===== config.mk =====
export PLATFORM = sky130hd
export DESIGN_NAME = status_branch_unit
export DESIGN_NICKNAME = d
export VERILOG_FILES = /design/src/rtl/sbr_pkg.sv /design/src/rtl/sbr_decode.sv /design/src/rtl/sbr_flags.sv /design/src/rtl/sbr_target.sv /design/src/rtl/status_branch_unit.sv
export SDC_FILE = /design/constraint.sdc
export NUM_CORES = 1
export LEC_CHECK = 0
export BUFFER_PORTS_ARGS = -buffer_cell sky130_fd_sc_hd__buf_4
export CAP_MARGIN = 20
export CORE_MARGIN = 10
export CORE_UTILIZATION = 26
export CTS_BUF_LIST = sky130_fd_sc_hd__clkbuf_4
export DETAILED_ROUTE_END_ITERATION = 8
export PLACE_DENSITY_LB_ADDON = 0.15
export RECOVER_POWER = 100
export REMOVE_ABC_BUFFERS = 1
export SYNTH_ARGS = -nofsm -noshare
export SYNTH_HDL_FRONTEND = slang
export SYNTH_SLANG_ARGS = --single-unit

===== constraint.sdc =====
create_clock -name clk -period 6.1 [get_ports clk]
set_clock_uncertainty 0.15 [all_clocks]
set_input_delay 0.61 -clock clk [delete_from_list [all_inputs] [get_ports clk]]
set_output_delay 0.61 -clock clk [all_outputs]
set_load 0.02 [all_outputs]

===== src/rtl/sbr_pkg.sv =====
package sbr_pkg;
  localparam int SR_W  = 8;
  localparam int BIT_C = 0;
  localparam int BIT_Z = 1;
  localparam int BIT_I = 2;
  localparam int BIT_D = 3;
  localparam int BIT_B = 4;
  localparam int BIT_U = 5;
  localparam int BIT_V = 6;
  localparam int BIT_N = 7;

  typedef enum logic [1:0] {
    COND_NEG  = 2'd0,
    COND_OVF  = 2'd1,
    COND_CRY  = 2'd2,
    COND_ZERO = 2'd3
  } cond_sel_e;

  localparam logic [2:0] CYC_BASE = 3'd2;
endpackage


===== src/rtl/sbr_decode.sv =====
module sbr_decode
  import sbr_pkg::*;
(
  input  logic [7:0] opcode,
  output logic       is_branch,
  output cond_sel_e  cond_sel,
  output logic       cond_want,
  output logic       is_flag_op,
  output logic [2:0] flag_idx,
  output logic       flag_val
);
  // Branches share the low pattern 1_0000; bits 7:6 pick the flag, bit 5 the wanted level
  assign is_branch = (opcode[4:0] == 5'b10000);
  assign cond_sel  = cond_sel_e'(opcode[7:6]);
  assign cond_want = opcode[5];

  always_comb begin
    is_flag_op = 1'b0;
    flag_idx   = 3'(BIT_C);
    flag_val   = 1'b0;
    if (opcode[4:0] == 5'b11000) begin
      unique case (opcode[7:5])
        3'b000: begin is_flag_op = 1'b1; flag_idx = 3'(BIT_C); flag_val = 1'b0; end
        3'b001: begin is_flag_op = 1'b1; flag_idx = 3'(BIT_C); flag_val = 1'b1; end
        3'b010: begin is_flag_op = 1'b1; flag_idx = 3'(BIT_I); flag_val = 1'b0; end
        3'b011: begin is_flag_op = 1'b1; flag_idx = 3'(BIT_I); flag_val = 1'b1; end
        3'b101: begin is_flag_op = 1'b1; flag_idx = 3'(BIT_V); flag_val = 1'b0; end
        3'b110: begin is_flag_op = 1'b1; flag_idx = 3'(BIT_D); flag_val = 1'b0; end
        3'b111: begin is_flag_op = 1'b1; flag_idx = 3'(BIT_D); flag_val = 1'b1; end
        default: is_flag_op = 1'b0;
      endcase
    end
  end
endmodule


===== src/rtl/sbr_flags.sv =====
module sbr_flags
  import sbr_pkg::*;
#(
  parameter logic [SR_W-1:0] RESET_SR = 8'h24
) (
  input  logic            clk,
  input  logic            rst_n,
  input  logic            load,
  input  logic [SR_W-1:0] load_data,
  input  logic [SR_W-1:0] alu_en,
  input  logic [SR_W-1:0] alu_val,
  input  logic            set_en,
  input  logic [2:0]      set_idx,
  input  logic            set_val,
  output logic [SR_W-1:0] status
);
  logic [SR_W-1:0] sr_q, sr_d;

  always_comb begin
    sr_d = sr_q;
    for (int i = 0; i < SR_W; i++) begin
      if (alu_en[i]) sr_d[i] = alu_val[i];
    end
    if (set_en) sr_d[set_idx] = set_val;
    if (load)   sr_d = load_data;
    sr_d[BIT_U] = 1'b1;
  end

  always_ff @(posedge clk) begin
    if (!rst_n) sr_q <= RESET_SR | (SR_W'(1) << BIT_U);
    else        sr_q <= sr_d;
  end

  assign status = sr_q;


  load_wins_chk: assert property (@(posedge clk) disable iff (!rst_n)
    load |=> status == ($past(load_data) | 8'h20));


  hold_when_idle_chk: assert property (@(posedge clk) disable iff (!rst_n)
    (!load && alu_en == '0 && !set_en) |=> $stable(status));


  alu_mask_chk: assert property (@(posedge clk) disable iff (!rst_n)
    (!load && !set_en) |=> ((status ^ $past(status)) & ~$past(alu_en)) == '0);
endmodule


===== src/rtl/sbr_target.sv =====
module sbr_target #(
  parameter int PC_W     = 16,
  parameter int DISP_W   = 8,
  parameter int PAGE_LSB = 8,
  parameter int INSN_LEN = 2
) (
  input  logic [PC_W-1:0]   pc,
  input  logic [DISP_W-1:0] disp,
  output logic [PC_W-1:0]   seq_pc,
  output logic [PC_W-1:0]   tgt_pc,
  output logic              page_cross
);
  localparam int EXT_W = PC_W - DISP_W;

  logic [PC_W-1:0] disp_ext;

  assign disp_ext   = {{EXT_W{disp[DISP_W-1]}}, disp};
  assign seq_pc     = pc + PC_W'(INSN_LEN);
  assign tgt_pc     = seq_pc + disp_ext;
  assign page_cross = (seq_pc[PC_W-1:PAGE_LSB] != tgt_pc[PC_W-1:PAGE_LSB]);
endmodule


===== src/rtl/status_branch_unit.sv =====
module status_branch_unit
  import sbr_pkg::*;
#(
  parameter int PC_W     = 16,
  parameter int DISP_W   = 8,
  parameter int PAGE_LSB = 8
) (
  input  logic              clk,
  input  logic              rst_n,
  input  logic              op_valid,
  input  logic [7:0]        opcode,
  input  logic [PC_W-1:0]   pc,
  input  logic [DISP_W-1:0] disp,
  input  logic [SR_W-1:0]   alu_flag_en,
  input  logic [SR_W-1:0]   alu_flag_val,
  input  logic              sr_load,
  input  logic [SR_W-1:0]   sr_load_data,
  output logic [SR_W-1:0]   status,
  output logic              br_valid,
  output logic              br_taken,
  output logic [PC_W-1:0]   next_pc,
  output logic [2:0]        br_cycles
);
  logic       is_branch, cond_want, is_flag_op, flag_val;
  cond_sel_e  cond_sel;
  logic [2:0] flag_idx;
  logic [PC_W-1:0] seq_pc, tgt_pc;
  logic       page_cross, cond_flag, take;

  sbr_decode u_dec (
    .opcode    (opcode),
    .is_branch (is_branch),
    .cond_sel  (cond_sel),
    .cond_want (cond_want),
    .is_flag_op(is_flag_op),
    .flag_idx  (flag_idx),
    .flag_val  (flag_val)
  );

  sbr_flags u_flags (
    .clk      (clk),
    .rst_n    (rst_n),
    .load     (sr_load),
    .load_data(sr_load_data),
    .alu_en   (alu_flag_en),
    .alu_val  (alu_flag_val),
    .set_en   (op_valid && is_flag_op),
    .set_idx  (flag_idx),
    .set_val  (flag_val),
    .status   (status)
  );

  sbr_target #(.PC_W(PC_W), .DISP_W(DISP_W), .PAGE_LSB(PAGE_LSB)) u_tgt (
    .pc        (pc),
    .disp      (disp),
    .seq_pc    (seq_pc),
    .tgt_pc    (tgt_pc),
    .page_cross(page_cross)
  );

  always_comb begin
    unique case (cond_sel)
      COND_NEG:  cond_flag = status[BIT_N];
      COND_OVF:  cond_flag = status[BIT_V];
      COND_CRY:  cond_flag = status[BIT_C];
      default:   cond_flag = status[BIT_Z];
    endcase
  end

  assign take = (cond_flag == cond_want);

  always_ff @(posedge clk) begin
    if (!rst_n) begin
      br_valid  <= 1'b0;
      br_taken  <= 1'b0;
      next_pc   <= '0;
      br_cycles <= CYC_BASE;
    end else begin
      br_valid <= op_valid && is_branch;
      br_taken <= op_valid && is_branch && take;
      if (op_valid && is_branch) begin
        next_pc   <= take ? tgt_pc : seq_pc;
        br_cycles <= CYC_BASE + 3'(take) + 3'(take && page_cross);
      end
    end
  end


  branch_issue_chk: assert property (@(posedge clk) disable iff (!rst_n)
    (op_valid && is_branch) |=> br_valid);


  idle_no_result_chk: assert property (@(posedge clk) disable iff (!rst_n)
    !op_valid |=> !br_valid);


  not_taken_cost_chk: assert property (@(posedge clk) disable iff (!rst_n)
    (br_valid && !br_taken) |-> br_cycles == 3'd2);


  taken_cost_chk: assert property (@(posedge clk) disable iff (!rst_n)
    (br_valid && br_taken) |-> (br_cycles == 3'd3 || br_cycles == 3'd4));


  unused_bit_chk: assert property (@(posedge clk) disable iff (!rst_n)
    status[BIT_U]);
endmodule


==> run metrics <==
status finished, final reports clean; Final Hold Viols 0; hold_buf cts 0; DP Wirelength 6.60 mm; mux contribution to synthesized area 0.0594; largest net degree at the start of global routing 33; Total Power 0.486 mW; Slew HR 0.308; CP dominant cell by count ha_1; Site Rows 35; total CTS buffers 3; upper clock frequency limit 0.253 GHz; total placed cells including tap cells 514; worst slew pin tran 1.04 ns; most common cell in the netlist nor2_1; CP max-delay cell o311ai_0; Tcrit/Tclk final 0.648; dominant cells by area after synthesis dfxtp_1, ha_1, a21oi_1, xnor2_1, nor2_1; post-cts sizing count 0; Place WS 1.82 ns; final wirelength 7.85 mm; CP endpoint kind flip-flop; endpoints failing setup 0; antenna viol nets, final 0; Worst Hold Depth 2; Synth Cell Area 2460 um^2; H-tree levels 1; simple-gate share of the synthesized area 0.218; clock buffer depth 2; CTS clk-pin slew, worst paths 0.15 ns; via/cell ratio 4.70; die area 13800 um^2; Post-CTS Setup Bufs 0; Cell Pwr Density 156 nW/um^2; setup TNS 0 ns; share of layout cells above drive strength 1 0.183; n_diodes 0; CP arrival 4.03 ns; Mapped Cells 311; first-pass GRT wire length 12.8 mm; post-synthesis adder-cell area fraction 0.0945; post-synth top area cell dfxtp_1; initial antenna violation count 0; crit start category input pin; CTS tree done; post-synthesis register bit count 28; largest family of logic cells by synthesized area compound AO/OA/AOI/OAI gates; Layout Cells excl Fill 517; Final Critical Period 3.96 ns; DRT iter0 DRCs 101; RSZ-0062 raised after global routing no; I/O Buffers 84; synth cell count leaders nor2_1, a21oi_1, dfxtp_1, nand2_1; Met2 Wirelength 3.64 mm; starting density of the core 0.267; Synth top area share 0.228; die width 117 um; via count 2429; vias in the first global route 2460; grt ovf 0; asr flop ratio synth 0; Worst EP required 6.18 ns; M1 wire length 3.87 mm; Syn Area/Cell 7.92 um^2; R2R cell count 7; CP Max Fanout 8; io pins 89; area growth from synthesis to layout 26.1%; LEAKAGE 1.28 nW; top_reg_cell synth dfxtp_1; Synth cell types 55; post-synthesis compound-gate area fraction 0.233; Synth Area in XOR/XNOR 0.125; final net count 468; Worst Setup Slack, final 2.14 ns; crit path kind input pin to flip-flop; cell chain of the critical path clkbuf_1, ha_1, nand4_1, and2b_2, xnor2_1, inv_1, ha_1, nand2_1, o21ai_0, mux2_1, o311ai_0, a211oi_1, nand3_1, o22ai_1; Warnings, synthesis 0; met3 wire length 284 um; Die Height 117 um; DR WL/cell 15.2 um; Fillers 1024; core area 9240 um^2; clk root buf clkbuf_4; gp weighted congestion 0.815; post-synthesis sequential area ratio 0.228; drt first pass iters 4; gr usage total 0.109; Post-synth EDFFs 0; Skew-Pair Late Insertion Delay 0.32 ns; Top Metal Used met4; maxcap violations 0; clock sink count 28; DR DRC count 0; Max Slew Vio Count 0; hold slack 0.317 ns; Max VDD drop 0.0000611 V; Hold Crit Class flip-flop to flip-flop; Max stage delay on crit path 0.66 ns
[metal layers]
layer  vias to the layer above  track usage
li1                       1293            -
met2                        58        0.185
met4                         0       0.0258
met1                      1076        0.143
met5                         -            0
met3                         2       0.0134
[sequential cells by signal (all words and copies together), names as in the netlist]
register and count:
br_cycles 3, br_taken 1, br_valid 1, next_pc 16, u_flags.status 7
[where the power goes]
| part | total, mW | switching [mW] | leakage (nW) | internal [mW] |
|---|---|---|---|---|
| clock | 0.0748 | 0.0517 | 0.0138 | 0.0231 |
| sequential | 0.190 | 0.00259 | 0.228 | 0.188 |
| combinational | 0.221 | 0.122 | 1.04 | 0.0988 |
[cell families (layout without fill, tap and decap cells)]
kind of cell / after synthesis / count (layout)
AND/OR/NAND/NOR: 109 / 109
AO/OA/AOI/OAI: 87 / 87
XOR/XNOR: 30 / 30
flip-flops: 28 / 28
buffers and inverters: 25 / 102
adder cells (fa/ha/maj): 18 / 18
multiplexers: 13 / 13
other: 1 / 1
[critical path, delay by kind of cell]
| family | cells | cell delay [ns] |
|---|---|---|
| AO/OA/AOI/OAI | 4 | 1.15 |
| XOR/XNOR | 1 | 0.29 |
| adder cells (fa/ha/maj) | 2 | 0.69 |
| buffers and inverters | 2 | 0.19 |
| multiplexers | 1 | 0.39 |
| AND/OR/NAND/NOR | 4 | 0.69 |
[layout make-up]
| type | instances | area (um^2) | area share |
|---|---|---|---|
| well taps | 129 | 161 | 0.0520 |
| clock buffers | 3 | 22.5 | 0.00725 |
| inverters | 13 | 48.8 | 0.0157 |
| flip-flops and latches | 28 | 561 | 0.180 |
| multi-input cells | 258 | 1780 | 0.574 |
| repair buffers | 86 | 529 | 0.170 |
[through the flow]
stage / util / instance area [um^2]
6_report: 0.336 / 3110
5_1_grt: 0.336 / 3110
4_1_cts: 0.352 / 3250
3_5_place_dp: 0.349 / 3230
3_3_place_gp: 0.349 / 3230
2_1_floorplan: - / 2410
[path summary, 6_finish.rpt]
check | from | endpoint | slack, ns
setup / recovery | pc[1] | br_cycles[1]$_SDFFE_PN1P_ | 2.14
hold reg to reg | next_pc[4]$_SDFFE_PN0P_ | next_pc[4]$_SDFFE_PN0P_ | 0.32
setup reg to reg | u_flags.status[1]$_SDFF_PN0_ | br_cycles[0]$_SDFFE_PN0P_ | 3.88
hold / removal | next_pc[4]$_SDFFE_PN0P_ | next_pc[4]$_SDFFE_PN0P_ | 0.32
[cell usage in the layout, fill, tap and decap left out, types with 2 or more instances in the layout]
cell type,count
a211oi_1,10
a21o_1,3
a21oi_1,30
and3_1,4
and4_1,2
buf_4,54
clkbuf_1,31
clkbuf_4,4
dfxtp_1,28
ha_1,17
inv_1,13
mux2_2,2
mux2i_1,9
nand2_1,28
nand3_1,16
nand3b_1,2
nand4_1,4
nor2_1,31
nor2b_1,2
nor3_1,12
nor4_1,2
o211ai_1,9
o21ai_0,16
o22ai_1,2
o31ai_1,2
xnor2_1,16
xnor3_2,2
xor2_1,10
(Power assumes the default switching activity.)
